[src/rtl/ivt_pkg.sv]
package ivt_pkg;
  typedef enum logic [1:0] {
    REG_COUNT = 2'd0,
    REG_LIMIT = 2'd1,
    REG_CTRL  = 2'd2,
    REG_NONE  = 2'd3
  } reg_sel_e;

  localparam int unsigned CTRL_IE_BIT   = 0;
  localparam int unsigned CTRL_RUN_BIT  = 1;
  localparam int unsigned CTRL_PEND_BIT = 3;
endpackage

[src/rtl/ivt_busdec.sv]
module ivt_busdec #(
  parameter int unsigned DATA_W = 32,
  parameter int unsigned ADDR_W = 2
) (
  input  logic              clk,
  input  logic              rst_n,
  input  logic [ADDR_W-1:0] addr_i,
  input  logic              we_i,
  input  logic              re_i,
  input  logic [DATA_W-1:0] count_i,
  input  logic [DATA_W-1:0] limit_i,
  input  logic [DATA_W-1:0] ctrl_i,
  output logic              wr_count_o,
  output logic              wr_limit_o,
  output logic              wr_ctrl_o,
  output logic [DATA_W-1:0] rdata_o
);
  import ivt_pkg::*;

  logic sel_count, sel_limit, sel_ctrl;

  assign sel_count = (addr_i == ADDR_W'(REG_COUNT));
  assign sel_limit = (addr_i == ADDR_W'(REG_LIMIT));
  assign sel_ctrl  = (addr_i == ADDR_W'(REG_CTRL));

  assign wr_count_o = we_i & sel_count;
  assign wr_limit_o = we_i & sel_limit;
  assign wr_ctrl_o  = we_i & sel_ctrl;

  logic [DATA_W-1:0] rd_mux;
  always_comb begin
    rd_mux = '0;
    if (sel_count) rd_mux = count_i;
    if (sel_limit) rd_mux = limit_i;
    if (sel_ctrl)  rd_mux = ctrl_i;
  end

  always_ff @(posedge clk or negedge rst_n) begin
    if (!rst_n)    rdata_o <= '0;
    else if (re_i) rdata_o <= rd_mux;
  end

  // a read with no strobe leaves the returned word untouched
  p_rdata_hold_r8: assert property (@(posedge clk) disable iff (!rst_n)
    !re_i |=> $stable(rdata_o));
endmodule

[src/rtl/ivt_counter.sv]
module ivt_counter #(
  parameter int unsigned CNT_W = 32
) (
  input  logic             clk,
  input  logic             rst_n,
  input  logic             run_i,
  input  logic             load_i,
  input  logic             limit_wr_i,
  input  logic [CNT_W-1:0] wdata_i,
  output logic [CNT_W-1:0] count_o,
  output logic [CNT_W-1:0] limit_o,
  output logic             wrap_o
);
  function automatic logic at_limit(input logic [CNT_W-1:0] cur,
                                    input logic [CNT_W-1:0] lim);
    return cur == lim;
  endfunction

  function automatic logic [CNT_W-1:0] step(input logic [CNT_W-1:0] cur,
                                            input logic [CNT_W-1:0] lim);
    return at_limit(cur, lim) ? '0 : cur + CNT_W'(1);
  endfunction

  logic hit;
  assign hit    = at_limit(count_o, limit_o);
  assign wrap_o = run_i & ~load_i & hit;

  always_ff @(posedge clk or negedge rst_n) begin
    if (!rst_n)          count_o <= '0;
    else if (load_i)     count_o <= wdata_i;
    else if (run_i)      count_o <= step(count_o, limit_o);
  end

  always_ff @(posedge clk or negedge rst_n) begin
    if (!rst_n)          limit_o <= '1;
    else if (limit_wr_i) limit_o <= wdata_i;
  end

  p_load_wins_r2: assert property (@(posedge clk) disable iff (!rst_n)
    load_i |=> count_o == $past(wdata_i));

  p_step_r3: assert property (@(posedge clk) disable iff (!rst_n)
    (run_i && !load_i && !hit) |=> count_o == $past(count_o) + CNT_W'(1));

  p_halted_hold_r3: assert property (@(posedge clk) disable iff (!rst_n)
    (!run_i && !load_i) |=> $stable(count_o));

  p_wrap_zero_r4: assert property (@(posedge clk) disable iff (!rst_n)
    wrap_o |=> count_o == '0);
endmodule

[src/rtl/ivt_ctrl.sv]
module ivt_ctrl #(
  parameter int unsigned DATA_W = 32
) (
  input  logic              clk,
  input  logic              rst_n,
  input  logic              wr_i,
  input  logic [DATA_W-1:0] wdata_i,
  input  logic              wrap_i,
  output logic              run_o,
  output logic              irq_o,
  output logic [DATA_W-1:0] view_o
);
  import ivt_pkg::*;

  logic ie_q, run_q, pend_q;

  always_ff @(posedge clk or negedge rst_n) begin
    if (!rst_n) begin
      ie_q  <= 1'b0;
      run_q <= 1'b0;
    end else if (wr_i) begin
      ie_q  <= wdata_i[CTRL_IE_BIT];
      run_q <= wdata_i[CTRL_RUN_BIT];
    end
  end

  // a control write acknowledges; it outranks a same-cycle wrap
  always_ff @(posedge clk or negedge rst_n) begin
    if (!rst_n)              pend_q <= 1'b0;
    else if (wr_i)           pend_q <= 1'b0;
    else if (wrap_i && ie_q) pend_q <= 1'b1;
  end

  assign run_o = run_q;
  assign irq_o = pend_q & ie_q;

  always_comb begin
    view_o                = '0;
    view_o[CTRL_IE_BIT]   = ie_q;
    view_o[CTRL_RUN_BIT]  = run_q;
    view_o[CTRL_PEND_BIT] = pend_q;
  end

  p_ack_clears_r6: assert property (@(posedge clk) disable iff (!rst_n)
    wr_i |=> !pend_q);

  p_ack_wins_r10: assert property (@(posedge clk) disable iff (!rst_n)
    (wr_i && wrap_i && ie_q) |=> !irq_o);

  p_wrap_sets_r5: assert property (@(posedge clk) disable iff (!rst_n)
    (wrap_i && ie_q && !wr_i) |=> pend_q);

  p_no_spurious_r5: assert property (@(posedge clk) disable iff (!rst_n)
    (!pend_q && !(wrap_i && ie_q)) |=> !pend_q);

  p_irq_held_r7: assert property (@(posedge clk) disable iff (!rst_n)
    (irq_o && !wr_i) |=> irq_o);
endmodule

[src/rtl/ivt_timer.sv]
module ivt_timer #(
  parameter int unsigned DATA_W = 32,
  parameter int unsigned ADDR_W = 2
) (
  input  logic              clk,
  input  logic              rst_n,
  input  logic [ADDR_W-1:0] bus_addr,
  input  logic              bus_we,
  input  logic              bus_re,
  input  logic [DATA_W-1:0] bus_wdata,
  output logic [DATA_W-1:0] bus_rdata,
  output logic              irq
);
  logic              wr_count, wr_limit, wr_ctrl;
  logic              run, wrap_evt;
  logic [DATA_W-1:0] count_q, limit_q, ctrl_view;

  ivt_busdec #(.DATA_W(DATA_W), .ADDR_W(ADDR_W)) u_busdec (
    .clk        (clk),
    .rst_n      (rst_n),
    .addr_i     (bus_addr),
    .we_i       (bus_we),
    .re_i       (bus_re),
    .count_i    (count_q),
    .limit_i    (limit_q),
    .ctrl_i     (ctrl_view),
    .wr_count_o (wr_count),
    .wr_limit_o (wr_limit),
    .wr_ctrl_o  (wr_ctrl),
    .rdata_o    (bus_rdata)
  );

  ivt_counter #(.CNT_W(DATA_W)) u_counter (
    .clk        (clk),
    .rst_n      (rst_n),
    .run_i      (run),
    .load_i     (wr_count),
    .limit_wr_i (wr_limit),
    .wdata_i    (bus_wdata),
    .count_o    (count_q),
    .limit_o    (limit_q),
    .wrap_o     (wrap_evt)
  );

  ivt_ctrl #(.DATA_W(DATA_W)) u_ctrl (
    .clk     (clk),
    .rst_n   (rst_n),
    .wr_i    (wr_ctrl),
    .wdata_i (bus_wdata),
    .wrap_i  (wrap_evt),
    .run_o   (run),
    .irq_o   (irq),
    .view_o  (ctrl_view)
  );
endmodule

[config.mk]
export PLATFORM = sky130hd
export DESIGN_NAME = ivt_timer
export DESIGN_NICKNAME = d
export VERILOG_FILES = /design/src/rtl/ivt_pkg.sv /design/src/rtl/ivt_busdec.sv /design/src/rtl/ivt_counter.sv /design/src/rtl/ivt_ctrl.sv /design/src/rtl/ivt_timer.sv
export SDC_FILE = /design/constraint.sdc
export NUM_CORES = 1
export LEC_CHECK = 0
export CORE_AREA = 2 2 100 102
export DETAILED_ROUTE_END_ITERATION = 12
export DIE_AREA = 0 0 102 104
export DONT_BUFFER_PORTS = 1
export PLACE_DENSITY = 0.74
export SLEW_MARGIN = 15
export SYNTH_ARGS = -nofsm -noshare
export SYNTH_HDL_FRONTEND = slang
export SYNTH_SLANG_ARGS = --single-unit
[constraint.sdc]
create_clock -name clk -period 2.55 [get_ports clk]
set_clock_uncertainty 0.05 [all_clocks]
set_input_delay 0 -clock clk [delete_from_list [all_inputs] [get_ports clk]]
set_output_delay 0 -clock clk [all_outputs]
set_load 0.02 [all_outputs]
* Word-level counts from Yosys, hierarchy flattened *
Index checks and enable logic that the tools add are counted.
Widths: inputs -> output; s select.

operators by class
  div/mod/pow operators = 0
  multiply operators = 0
  shift operators = 0
  order comparisons = 0
  equal/unequal tests = 3
  reductions and logical operators = 4
  add/subtract/negate cells = 1
  bitwise operators = 7
  muxes and demuxes = 8

operator list
  kind                   number
  $mux 32                6
  $add 32x1->32 const B  1
  $eq 32x32->1           1
  $and 1x1->1            6
  $reduce_bool 2->1      2
  $eq 2x1->1 const B     1
  $eq 2x2->1 const B     1
  $logic_not 2->1        1
  $mux 1                 2
  $logic_and 1x1->1      1
  $not 1->1              1

storage, ports and cells
  output and inout port bits = 33
  word-level logic and storage cells = 29
  RAM bits = 0
  memories kept = 0
  bits in registers = 99
  ROM bits = 0
  latch bits = 0
  input port bits = 38

* Depth between registers and ports, before layout *
Gate-level depths: netlist of the first run.

  depth in word-level cells = 8
  gate-level depth with buffers = 8
  mapped depth without buffers = 7

* By module *
A second synthesis of the first run with hierarchy kept.

unflattened totals
  cells, all modules = 603
  area, all modules = 6233.5 um2

by module, submodules not included
  module       cells an instance  instances  area each (um2)
  ivt_counter  376                1          3769.9
  ivt_busdec   186                1          2107.0
  ivt_ctrl     41                 1          356.6

* Least setup slack after synthesis of the first run *
Ideal clock, no wire load.

  kind = reg2reg
  start = reg u_counter.count_o[18]
  end = reg u_counter.count_o[28]
  path buffers = 1
  arrival time = 1.990 ns
  path slack = 0.390 ns
  cell stages (with the launch flop) = 8
  path through = dfrtp_1 > clkbuf_1 > nand4_1 > or4_1 > nor3_1 > and3_1 > o21ai_0 > a31o_2

on the way
  longest elaborated chain between the ends = 4
  elaborated cells on any way between the ends = 5
  classes of those cells = add/sub (1); eq/ne (1); mux (3)

ends and longest elaborated chain
  what                                                  line                                  source
  start, declared                                       ivt_counter.sv:10                     output logic [CNT_W-1:0] count_o,
  start signal, assigned                                ivt_counter.sv:30                     else if (load_i) count_o <= wdata_i;
  start signal, assigned                                ivt_counter.sv:31                     else if (run_i) count_o <= step(count_o, limit_o);
  $add 32x1->32 / $eq 32x32->1 (equally long branches)  ivt_counter.sv:21, ivt_counter.sv:16
  $mux 32 (*)                                           ivt_counter.sv:21                     return at_limit(cur, lim) ? '0 : cur + CNT_W'(1);
  $mux 32 (*)                                           ivt_counter.sv:31
  $mux 32 (*)                                           ivt_counter.sv:30

Every way passes the cells marked *; elsewhere a longest branch is shown, timed or not. The select of a mux whose other input is x is not followed.
A chain may end at the register's enable or synchronous reset.

* Worst setup path in the final report of the first run *
  start = reg u_counter.count_o[6]
  end = reg u_counter.count_o[19]

Same word-level chain as after synthesis.

==> reports/metrics.yaml, run 1 <==
end_kind: "flip-flop"
fin_crit_ps: 2350
clk_pin_slew_ps: 100
min_period_over_period_pct: 92.3
pwr-share-seq_pct: 47.8
die-area_um2: 10600
clockBufferDepth: 2
io_buffer_count: 0
n_antenna_cell: 0
path_buf_inv: 0
r2r_slack_ps: 200
setup_viol: 0
yosysMostFrequentCell: "dfrtp_1"
cts_root_buf: "clkbuf_8"
overflow: 0
wl_per_cell_um: 19.4
comb_power_share_pct: 29.2
final_cells: 748
tritoncts: "yes"
synth_area_leaders: "dfrtp_1 (30%), dfstp_2 (15%), mux2_2 (7.1%)"
drive_above_1_share_pct: 18.9
yosys-top-cells-count: "dfrtp_1 (67), a21oi_1 (50), clkbuf_1 (38), nand2_1 (36), mux2_2 (35)"
hpwlAfterDp_um: 9540
powerDensity_nw_per_um2: 781
nFillCells: 775
htree_levels: 3
holdPathStages: 3
grt_max_degree: 100
synthCells: 583
async_reset_ff_share_pct: 100
num_vias: 4532
path_max_fanout: 10
yosys_register_bits: 99
hold_end: "u_busdec.rdata_o[9]"
drv_cap: 0
hold_violations: 0
reg2reg_from: "u_counter.count_o[6]"
nets: 649
clock.fmax_mhz: 425
p_clk_share_pct: 22.9
grt_pass1_vias: 4588
antenna_found_initial: 0
ys.flop_type: "dfrtp_1"
wirelength_um: 14500
drt-initial-drc-count: 287
rsz0062_at_grt: "false"
synth.avg_cell_area_um2: 9.52
die_x_um: 102
vdd_ir_drop_max_mv: 0.534
worstRegToRegCells: 6
cp_top_family: "simple AND/OR/NAND/NOR gates"
synthToLayoutAreaGrowth_pct: 15.0
internal-power_uw: 3180
outcome: "completed"
rows: 36
tns_ps: 0
worstSkewPairLatency_ps: 380
path_cells: "nand3_1, or3_1, or3_1, or3_1, a21o_1, a21oi_2"
yosysTopAreaCellShare_pct: 30.2
synth_edf_count: 0
grt_first_pass_wirelength_um: 23700
viasPerCell: 6.06
hold_start: "bus_addr[0]"
worst-setup-path-type: "flip-flop to flip-flop"
yosysWarnings: 0
gp_congestion: 0.867
synth-seq-area-share_pct: 45.4
p_sw_share_pct: 36.2
grt_use_total_pct: 28.6
cp-start-kind: "flip-flop"
clkSinkCount: 99
cts_buffers: 9
worst_pin_slew_ps: 732
syn_nets: 622
crit_slowest_cell: "dfrtp_1"
maxSlewViolCount: 0
slew_headroom_pct: 51.2
yosysTopAreaCell: "dfrtp_1"
ant_nets: 0
yosysUniqueCellTypes: 46
firstDrtPassIters: 5
fp.dieH_um: 104
cp.required_ps: 2800
leakage_uw: 0.00279
drt_drc_violations_left: 0
power.switching_uw: 1800
dp_cells: 687
core_um2: 9550
boundaryPins: 71
syn_area_um2: 5550
crit_top_cell: "or3_1"
cp.arrival_ps: 2610
rr_endpoint: "u_counter.count_o[19]"
start_util_pct: 58.1
slowest_delay_ps: 510
min_path_type: "primary input to flip-flop"
worst reg2reg max path, stage by stage, from the launching register on:
cell and delay [ps]:
dfrtp_1 510, nand3_1 150, or3_1 510, or3_1 440
or3_1 320, a21o_1 190, a21oi_2 120
through the flow:
stage / hold slack, ps / power (uW) / cell area (um2) / setup WS [ps] / util (%)
floorplan: -346 / 3350 / 5550 / 390 / -
global placement: -343 / 3660 / 5670 / 184 / 59.4
detailed placement: -343 / 3700 / 5670 / 189 / 59.4
CTS: 40.8 / 4960 / 6360 / 163 / 66.6
global route: 46.2 / 5250 / 6380 / 19.6 / 66.8
finish: 34.6 / 4990 / 6380 / 197 / 66.8
power by group through the flow:
stage                     combinational [uW]  clock, uW  sequential (uW)
after floorplan                         1110          0             2240
after global placement                  1270          0             2390
after detailed placement                1300          0             2410
after CTS                               1440       1140             2380
after global routing                    1610       1210             2440
final                                   1460       1140             2390
logic make-up after synthesis:
logic type	synth area share [%]
buffers and inverters	5.73
and+or+nand+nor	15.6
xor gates and xnor gates	5.05
adders and majority gates	0.225
AOI/OAI and AO/OA	15.2
DFF	45.4
muxes	12.9
layout make-up:
type / count / area (um2) / share of cell area (%)
Sequential cell: 99 / 2520 / 39.5
Inverter: 34 / 128 / 2.00
Tap cell: 133 / 166 / 2.61
Clock inverter: 4 / 75.1 / 1.18
Timing Repair Buffer: 64 / 626 / 9.81
Multi-Input combinational cell: 402 / 2720 / 42.7
Clock buffer: 12 / 145 / 2.27
how the worst max path moves through the flow:
| stage | start | endpoint | slack (ps) | depth (start not counted) |
|---|---|---|---|---|
| final | u_counter.count_o[6] | u_counter.count_o[19] | 200 | 6 |
| after global routing | u_counter.count_o[26] | u_counter.count_o[24] | 20 | 8 |
| after CTS | u_counter.count_o[27] | u_counter.count_o[24] | 160 | 7 |
| after detailed placement | u_counter.count_o[27] | u_counter.count_o[24] | 190 | 7 |
| after global placement | u_counter.count_o[27] | u_counter.count_o[24] | 180 | 7 |
| after floorplan | u_counter.count_o[18] | u_counter.count_o[28] | 390 | 7 |
cell usage in the layout, fill, tap and decap left out, types with 3 or more instances in the layout:
cell type,netlist,layout
inv_1,34,34
o31ai_1,3,3
a31o_2,3,3
dlygate4sd3_1,0,40
o22ai_1,30,30
mux2i_1,32,32
a21oi_1,50,50
and3_1,6,6
nor4_1,12,11
o21ai_0,17,17
nand3b_1,4,4
o22a_1,5,5
xor2_1,32,32
nand2_1,36,36
clkbuf_8,0,10
a21o_1,19,19
nand3_1,12,12
nor2_1,33,32
nor3_1,8,8
and2_1,6,6
nand2b_1,3,3
dfrtp_1,67,67
buf_4,0,21
nand4_1,14,14
mux2_2,35,35
dfstp_2,32,32
o41ai_1,3,3
or3_1,19,19
state kept, by name (all words and copies together) (netlist names):
name / flops
u_busdec.rdata_o: 32
u_counter.count_o: 32
u_counter.limit_o: 32
u_ctrl.ie_q: 1
u_ctrl.pend_q: 1
u_ctrl.run_o: 1
what timing repair did:
action | 4_1_cts | 5_1_grt
buffers inserted | 0 | 2
setup endpoints to repair | 0 | 7
hold endpoints to repair | 198 | 0
resized for setup | 0 | 1
hold buffers | 43 | 0
routing by layer:
metal | routed length (um) | track usage (%) | vias to the layer above
met3 | 661 | 4.03 | 26
met1 | 6190 | 38.3 | 2246
li1 | - | - | 2128
met2 | 7330 | 47.3 | 132
met5 | 0 | 0 | -
met4 | 350 | 10.2 | 0
No activity file was read; power rests on OpenSTA's default activity.
==> run 2: changes to the inputs <==
Settings changed: RECOVER_POWER set to 50.
==> run 2 against run 1 <==
- maximum frequency fell by 0.26%
- critical path depth is the same
- non-clock buffer count did not move
- combinational power about the same
- setup slack worse by 6.1 ps
- routed wire length is 0.13% lower
- clock-buffer cell count unchanged
- sequential share of layout area grew 0.12 points
- sequential cell count unchanged
- largest cell class unchanged
==> reports/metrics.yaml, run 2 (synthesis gave the netlist of run 1 again) <==
outcome: "completed"
viasPerCell: 6.01
maxSlewViolCount: 0
vdd_ir_drop_max_mv: 0.530
leakage_uw: 0.00277
path_max_fanout: 7
placedInstanceArea_um2: 5670
antenna_found_initial: 0
htree_levels: 3
cp.arrival_ps: 2610
cp-start-kind: "flip-flop"
cts_root_buf: "clkbuf_8"
synthToLayoutAreaGrowth_pct: 14.6
worstRegToRegCells: 6
num_vias: 4492
powerDensity_nw_per_um2: 781
grt_pass1_vias: 4588
worstSkewPairLatency_ps: 380
tns_ps: 0
clock.fmax_mhz: 424
min_period_over_period_pct: 92.5
boundaryPins: 71
mostFrequentLayoutCells: "dfrtp_1 (67), a21oi_1 (50), dlygate4sd3_1 (40)"
fin_ws_ps: 190
ant_nets: 0
overflow: 0
layout.cells.most_common: "dfrtp_1"
fp.dieH_um: 104
setup_viol: 0
die_x_um: 102
hold_violations: 0
clockBufferDepth: 2
wl_per_cell_um: 19.4
grt_max_degree: 100
drive_above_1_share_pct: 16.3
slew_headroom_pct: 10.8
grt_first_pass_wirelength_um: 23700
io_buffer_count: 0
n_antenna_cell: 0
rsz0062_at_grt: "false"
rows: 36
clk_pin_slew_ps: 100
end_kind: "flip-flop"
wirelength_um: 14500
pre_cts_slack_ps: 189
design_area_um2: 6360
worst_pin_slew_ps: 1340
core_um2: 9550
holdPathStages: 3
tritoncts: "yes"
final_cells: 748
drt-initial-drc-count: 273
power.total_uw: 4970
min_path_type: "primary input to flip-flop"
worst-setup-path-type: "flip-flop to flip-flop"
nets: 649
dp_cells: 687
drt_drc_violations_left: 0
clkSinkCount: 99
fin_crit_ps: 2360
die-area_um2: 10600
firstDrtPassIters: 5
cp.required_ps: 2800
drv_cap: 0
cts_buffers: 9
gp_congestion: 0.867
hpwlAfterDp_um: 9540
grt_use_total_pct: 28.6
start_util_pct: 58.1
reg.largest.list: "u_busdec.rdata_o x32, u_counter.count_o x32, u_counter.limit_o x32"
## run 2: changes by cell type in the layout (fill, tap and decap cells not counted), sizes merged
cell	before	now
buf	24	23
clkbuf	12	13
## run 2: metal layers
metal | global-route usage (%) | vias to the layer above | share of wire, %
li1 | - | 2127 | -
met1 | 38.3 | 2205 | 43
met2 | 47.3 | 132 | 50
met3 | 4.03 | 28 | 4.6
met4 | 10.2 | 0 | 2.5
met5 | 0 | - | 0
## run 2: where the power goes
group / leakage, uW / internal (uW) / total [uW] / switching, uW
Clock: 0.000103 / 581 / 1150 / 564
Combinational: 0.00157 / 669 / 1450 / 783
Sequential: 0.00110 / 1910 / 2370 / 457
## run 2: final cells by class
cell class,count,area [um2]
sequential,99,2520
tap,133,166
clock buffer,12,145
clock inverter,4,75.1
fill,777,3190
multi-input combinational,402,2720
inverter,34,128
timing repair buffer,64,606
## run 2: repair_timing
action | in CTS | in global routing
gates resized for setup | 0 | 1
buffers inserted | 0 | 2
hold buffers | 43 | 0
endpoints found under the hold margin | 198 | 0
endpoints found under the setup margin | 0 | 7
## run 2: per-stage QoR
step / hold WS, ps / utilization [%]
finish: 35.9 / 66.6
global route: 46.3 / 66.6
CTS: 40.8 / 66.6
detailed placement: -343 / 59.4
global placement: -343 / 59.4
floorplan: -346 / -
## run 2: worst paths after layout
check                                     start                     to  slack (ps)
max                        u_counter.count_o[2]  u_counter.count_o[19]         190
min                                 bus_addr[0]    u_busdec.rdata_o[9]          40
max reg2reg                u_counter.count_o[2]  u_counter.count_o[19]         190
min reg2reg                       u_ctrl.pend_q          u_ctrl.pend_q         480
max in group asynchronous                 rst_n  u_counter.count_o[11]        1120
min in group asynchronous                 rst_n  u_counter.count_o[26]         460
## run 2: critical path: stages, from the launching register on
cell and delay, ps:
dfrtp_1 480, nand3_2 180, or3_1 510, or3_1 440
or3_1 320, a21o_1 190, a21oi_2 120
